<file path="src/rtl/sertx_pkg.sv">
package sertx_pkg;

    typedef enum logic {
        MODE_FRAMED  = 1'b0,
        MODE_CLOCKED = 1'b1
    } tx_mode_e;

    // smallest framed length is DATA_W minus this offset
    localparam int LEN_OFFSET = 3;

endpackage

</file>
<file path="src/rtl/sertx_hold.sv">
module sertx_hold #(
    parameter int DATA_W = 8
) (
    input  logic              clk,
    input  logic              rst_n,
    input  logic              wr_en,
    input  logic [DATA_W-1:0] wr_data,
    input  logic              take,
    output logic [DATA_W-1:0] hold_data,
    output logic              full
);

    typedef struct packed {
        logic [DATA_W-1:0] data;
        logic              full;
    } hold_t;

    hold_t q, d;

    always_comb begin
        d = q;
        if (take)  d.full = 1'b0;
        // a write in the same cycle as a take refills the register
        if (wr_en) begin
            d.data = wr_data;
            d.full = 1'b1;
        end
    end

    always_ff @(posedge clk) begin
        if (!rst_n) q <= '0;
        else        q <= d;
    end

    assign hold_data = q.data;
    assign full      = q.full;

endmodule

</file>
<file path="src/rtl/sertx_frame.sv">
module sertx_frame #(
    parameter int DATA_W  = 8,
    parameter int FRAME_W = DATA_W + 3,
    parameter int CNT_W   = $clog2(FRAME_W + 1)
) (
    input  logic [DATA_W-1:0]  data,
    input  logic [1:0]         len_code,
    input  logic               par_en,
    input  logic               par_odd,
    input  logic               clocked,
    output logic [FRAME_W-1:0] frame,
    output logic [CNT_W-1:0]   flen
);

    int   nbits;
    logic par;

    always_comb begin
        nbits = DATA_W - sertx_pkg::LEN_OFFSET + int'(len_code);
        par   = par_odd;
        frame = '1;
        if (clocked) begin
            frame[DATA_W-1:0] = data;
            flen = CNT_W'(DATA_W);
        end else begin
            frame[0] = 1'b0;
            for (int i = 0; i < DATA_W; i++) begin
                if (i < nbits) begin
                    frame[i+1] = data[i];
                    par        = par ^ data[i];
                end
            end
            for (int j = 0; j < FRAME_W; j++) begin
                if (par_en && (j == nbits + 1)) frame[j] = par;
            end
            flen = CNT_W'(nbits + 2 + (par_en ? 1 : 0));
        end
    end

endmodule

</file>
<file path="src/rtl/sertx_shifter.sv">
module sertx_shifter #(
    parameter int FRAME_W = 11,
    parameter int CNT_W   = 4
) (
    input  logic               clk,
    input  logic               rst_n,
    input  logic               tick,
    input  logic               tx_en,
    input  logic               sync_mode,
    input  logic               pending,
    input  logic [FRAME_W-1:0] frame,
    input  logic [CNT_W-1:0]   flen,
    output logic               take,
    output logic               tx_out,
    output logic               sclk_out,
    output logic               busy,
    output logic               sync_act
);

    import sertx_pkg::*;

    typedef struct packed {
        logic               busy;
        tx_mode_e           mode;
        logic               phase;
        logic               sclk;
        logic [CNT_W-1:0]   cnt;
        logic [FRAME_W-1:0] sh;
    } shift_t;

    shift_t q, d;
    logic   start;
    logic   can_load;

    always_comb begin
        d        = q;
        start    = 1'b0;
        can_load = pending && tx_en;
        if (tick) begin
            if (!q.busy) begin
                start = can_load;
            end else if ((q.mode == MODE_CLOCKED) && !q.phase) begin
                d.phase = 1'b1;
                d.sclk  = 1'b1;
            end else if (q.cnt > CNT_W'(1)) begin
                d.sh    = {1'b1, q.sh[FRAME_W-1:1]};
                d.cnt   = q.cnt - 1'b1;
                d.phase = 1'b0;
                d.sclk  = (q.mode != MODE_CLOCKED);
            end else begin
                start = can_load;
                if (!can_load) begin
                    d.busy  = 1'b0;
                    d.sclk  = 1'b1;
                    d.phase = 1'b0;
                end
            end
        end
        if (start) begin
            d.busy  = 1'b1;
            d.mode  = sync_mode ? MODE_CLOCKED : MODE_FRAMED;
            d.phase = 1'b0;
            d.sclk  = !sync_mode;
            d.sh    = frame;
            d.cnt   = flen;
        end
        take = start;
    end

    always_ff @(posedge clk) begin
        if (!rst_n) begin
            q      <= '0;
            q.sclk <= 1'b1;
            q.sh   <= '1;
        end else begin
            q <= d;
        end
    end

    assign tx_out   = q.busy ? q.sh[0] : 1'b1;
    assign sclk_out = q.sclk;
    assign busy     = q.busy;
    assign sync_act = (q.mode == MODE_CLOCKED);

endmodule

</file>
<file path="src/rtl/dbuf_serial_tx.sv">
module dbuf_serial_tx #(
    parameter int DATA_W = 8
) (
    input  logic              clk,
    input  logic              rst_n,
    input  logic              tx_en,
    input  logic              sync_mode,
    input  logic [1:0]        char_len,
    input  logic              par_en,
    input  logic              par_odd,
    input  logic              baud_tick,
    input  logic              wr_en,
    input  logic [DATA_W-1:0] wr_data,
    output logic              tx_out,
    output logic              sclk_out,
    output logic              dr_empty,
    output logic              sr_empty
);

    localparam int FRAME_W = DATA_W + 3;
    localparam int CNT_W   = $clog2(FRAME_W + 1);

    logic [DATA_W-1:0]  hold_data;
    logic               full;
    logic               take;
    logic [FRAME_W-1:0] frame;
    logic [CNT_W-1:0]   flen;
    logic               busy;
    logic               sync_act;

    sertx_hold #(.DATA_W(DATA_W)) u_hold (
        .clk       (clk),
        .rst_n     (rst_n),
        .wr_en     (wr_en),
        .wr_data   (wr_data),
        .take      (take),
        .hold_data (hold_data),
        .full      (full)
    );

    sertx_frame #(.DATA_W(DATA_W), .FRAME_W(FRAME_W), .CNT_W(CNT_W)) u_frame (
        .data     (hold_data),
        .len_code (char_len),
        .par_en   (par_en),
        .par_odd  (par_odd),
        .clocked  (sync_mode),
        .frame    (frame),
        .flen     (flen)
    );

    sertx_shifter #(.FRAME_W(FRAME_W), .CNT_W(CNT_W)) u_shift (
        .clk       (clk),
        .rst_n     (rst_n),
        .tick      (baud_tick),
        .tx_en     (tx_en),
        .sync_mode (sync_mode),
        .pending   (full),
        .frame     (frame),
        .flen      (flen),
        .take      (take),
        .tx_out    (tx_out),
        .sclk_out  (sclk_out),
        .busy      (busy),
        .sync_act  (sync_act)
    );

    assign dr_empty = !full;
    assign sr_empty = !full && !busy;

endmodule

</file>
<file path="config.mk">
export PLATFORM = sky130hd
export DESIGN_NAME = dbuf_serial_tx
export DESIGN_NICKNAME = d
export VERILOG_FILES = /design/src/rtl/sertx_pkg.sv /design/src/rtl/sertx_hold.sv /design/src/rtl/sertx_frame.sv /design/src/rtl/sertx_shifter.sv /design/src/rtl/dbuf_serial_tx.sv
export SDC_FILE = /design/constraint.sdc
export NUM_CORES = 1
export LEC_CHECK = 0
export BUFFER_PORTS_ARGS = -buffer_cell sky130_fd_sc_hd__clkbuf_2
export CORE_ASPECT_RATIO = 1.2
export CORE_MARGIN = 5
export CORE_UTILIZATION = 62
export CTS_CLUSTER_SIZE = 24
export DETAILED_ROUTE_END_ITERATION = 16
export GPL_ROUTABILITY_DRIVEN = 1
export PLACE_DENSITY = 0.84
export SLEW_MARGIN = 20
export SYNTH_ARGS = -nofsm -noshare
export SYNTH_HDL_FRONTEND = slang
export SYNTH_SLANG_ARGS = --single-unit
</file>
<file path="constraint.sdc">
create_clock -name clk -period 3.1 [get_ports clk]
set_input_delay 0.155 -clock clk [delete_from_list [all_inputs] [get_ports clk]]
set_output_delay 0.155 -clock clk [all_outputs]
set_load 0.1 [all_outputs]
</file>
==> flow_metrics.py <==
metrics = {
    "outcome": {
        "outcome": "complete, no violations",
    },
    "worst_setup_path": {
        "worst_setup_path_start_kind": "flip-flop",
        "critPathKind": "reg2reg",
        "arrival_ps": 2520,
        "crit_required_ps": 3360,
        "r2r_start": "u_shift.q[11]$_SDFFE_PN0P_",
        "path_max_fanout": 12,
        "endpoint_kind": "flip-flop",
        "crit_start": "u_shift.q[11]$_SDFFE_PN0P_",
    },
    "die": {
        "std_cell_rows": 21,
        "dieHeight_um": 69.93,
        "design.core.area_um2": 2838,
        "io-pin-count": 22,
        "initial_core_util": 0.6539,
        "dieArea_um2": 4191,
        "die_w_um": 59.94,
    },
    "timing": {
        "slew_headroom": 0.4423,
        "timing.fmax_mhz": 441.2,
        "hold_viol_final": 0,
        "whs_ps": 33.50,
        "tns_ps": 0,
        "drv_slew": 0,
        "min_period_ps": 2267,
        "finClkSkew_ps": 4.607,
        "fin_crit_sh": 0.7312,
        "max_slew.worst_pin.slew_ps": 833.5,
        "rsz0062_at_grt": "no",
        "setup_violations": 0,
    },
    "clocking": {
        "clkLatencyLatePin_ps": 340,
        "clock_path_buffers": 2,
        "cts.sinks": 28,
        "post_cts_resized": 0,
        "cts_tree": "built",
        "htreeDepth": 1,
        "clock-root-buffer": "clkbuf_4",
        "cts_buffers": 3,
        "cts_setup_buffers": 0,
        "hold_buffers": 0,
        "clk_pin_slew_ps": 160,
    },
    "finish": {
        "fillers": 238,
        "areaGrowthSynthToFinish_pct": 8.159,
        "design_area_um2": 2007,
        "final_cell_mix": "dfxtp_1 (28), nor2_1 (24), clkbuf_2 (21)",
        "nets": 272,
        "diodes": 0,
        "final_common_cell": "dfxtp_1",
        "drive_gt1_frac": 0.1417,
    },
    "routing": {
        "vias": 1704,
        "vias_per_cell": 6.219,
        "drc": 0,
        "final_antenna_net_count": 0,
        "post_drt_wl_per_cell_um": 16.09,
        "dr.pass1.iters": 4,
        "drtIter0Drc": 88,
        "routed_wl_um": 4410,
    },
    "synth": {
        "synth.distinct_cells": 46,
        "syn-num-nets": 257,
        "synth_top_area_share": 0.3021,
        "synth_compound_area_frac": 0.2488,
        "synth_edf_count": 0,
        "muxShareOfSynthArea": 0.05934,
        "postSynthCellCount": 226,
        "synth_seq_cells": 28,
        "netlist_top_cells_area": "dfxtp_1 (30%), ha_1 (8.8%), mux2i_1 (5.9%)",
        "synthArstFlopShare": 0,
        "synth_ff_type": "dfxtp_1",
        "synthesis.area_um2": 1856,
        "yosys_warnings": 0,
        "synthSimpleGateAreaFrac": 0.1895,
        "synthAdderAreaFrac": 0.08766,
        "synth_top_family_by_area": "compound AO/OA/AOI/OAI gates",
        "yosysTopAreaCell": "dfxtp_1",
        "synth_xor_area_frac": 0.04990,
        "synth_seq_area_share": 0.3021,
        "avgSynthCellArea_um2": 8.210,
    },
    "placement": {
        "numPortBuffers": 21,
        "gp_congestion": 0.8706,
        "dp_hpwl_um": 3233,
        "place_area_um2": 1954,
    },
    "grt": {
        "grt_pass1_wl_um": 7300,
        "gr-total-overflow": 0,
        "antenna_found_initial": 0,
        "grt_pass1_vias": 1662,
        "track_usage": 0.2207,
        "grt_max_degree": 25,
    },
    "pwr": {
        "peakVddDrop_uv": 373.2,
        "power.density_nw_per_um2": 420.1,
        "finalPower_w": 0.0008431,
        "p_leak_nw": 0.8067,
    },
    "hold_path": {
        "hp-start": "wr_data[1]",
        "hp-class": "in2reg",
    },
    "run": {
        "cap_violations": 0,
    },
}
sequential cells by signal (all words and copies together), names as in the netlist:
| name | count |
|---|---|
| u_hold.full | 1 |
| u_hold.hold_data | 8 |
| u_shift.busy | 1 |
| u_shift.q | 16 |
| u_shift.sclk_out | 1 |
| u_shift.sync_act | 1 |
cell type report:
| cell class | count | area (µm²) | share of cell area |
|---|---|---|---|
| Clock inverter | 1 | 30.03 | 0.01496 |
| Tap cell | 34 | 42.54 | 0.02120 |
| Sequential cell | 28 | 560.5 | 0.2793 |
| Multi-Input combinational cell | 170 | 1179 | 0.5873 |
| Timing Repair Buffer | 22 | 112.6 | 0.05611 |
| Inverter | 16 | 60.06 | 0.02993 |
| Clock buffer | 3 | 22.52 | 0.01122 |
routing by layer:
layer,routed length (µm),GRT usage
met1,1897,0.2822
met2,2214,0.3738
met3,229,0.02394
met4,70,0.07389
met5,0,0
through the flow:
step | setup slack, ps | util | instances
after floorplan | 1179 | - | 226
after global placement | 848.0 | 0.6887 | 270
after detailed placement | 848.4 | 0.6887 | 270
after CTS | 842.0 | 0.7072 | 274
after global routing | 595.5 | 0.7072 | 274
final | 833.4 | 0.7072 | 274
worst max-delay path: stages, from the launching register on:
cell      delay [ps]
dfxtp_1          360
inv_1            100
ha_1             200
nor2_1           110
o21a_1           270
nor2_1           680
o21ai_0          210
a221oi_1         250
cell usage after synthesis, types with 2 or more instances:
cell and count:
ha_1 13, clkbuf_1 7, o32ai_1 3, nand3_1 5, o21ai_1 2, nand2_1 16, dfxtp_1 28, a21oi_1 16
nand2b_1 2, nor2_1 24, nor4_1 3, a221oi_1 7, buf_2 3, nor3_1 10, a211oi_1 3, o21ai_0 8
o211ai_1 5, a2111o_1 2, and2_1 3, o31ai_1 4, xnor2_1 8, a31oi_1 2, nor2b_1 3, mux2i_1 11
inv_1 16, a22oi_1 2
path summary, 6_finish.rpt:
kind / endpoint / slack, ps / depth (start not counted)
max: u_shift.q[14]$_SDFFE_PN0P_ / 830 / 7
min: u_hold.hold_data[1]$_SDFFE_PN0P_ / 30 / 3
max reg2reg: u_shift.q[14]$_SDFFE_PN0P_ / 830 / 7
min reg2reg: u_shift.sclk_out$_SDFFE_PN1P_ / 500 / 1
report_power, final:
group | leakage [nW] | switching, W | internal (W)
logic | 0.549 | 0.000128 | 0.0000722
clock network | 0.0279 | 0.000116 | 0.000131
registers | 0.230 | 0.0000170 | 0.000379
total | 0.807 | 0.000261 | 0.000582
kinds of logic after synthesis:
kind of cell    after synthesis
flops                        28
fa+ha+maj                    13
mux                          11
xor+xnor                      9
simple gates                 73
compound gates               64
buf+inv                      28
Note: power is estimated with default switching activity, not from simulation.
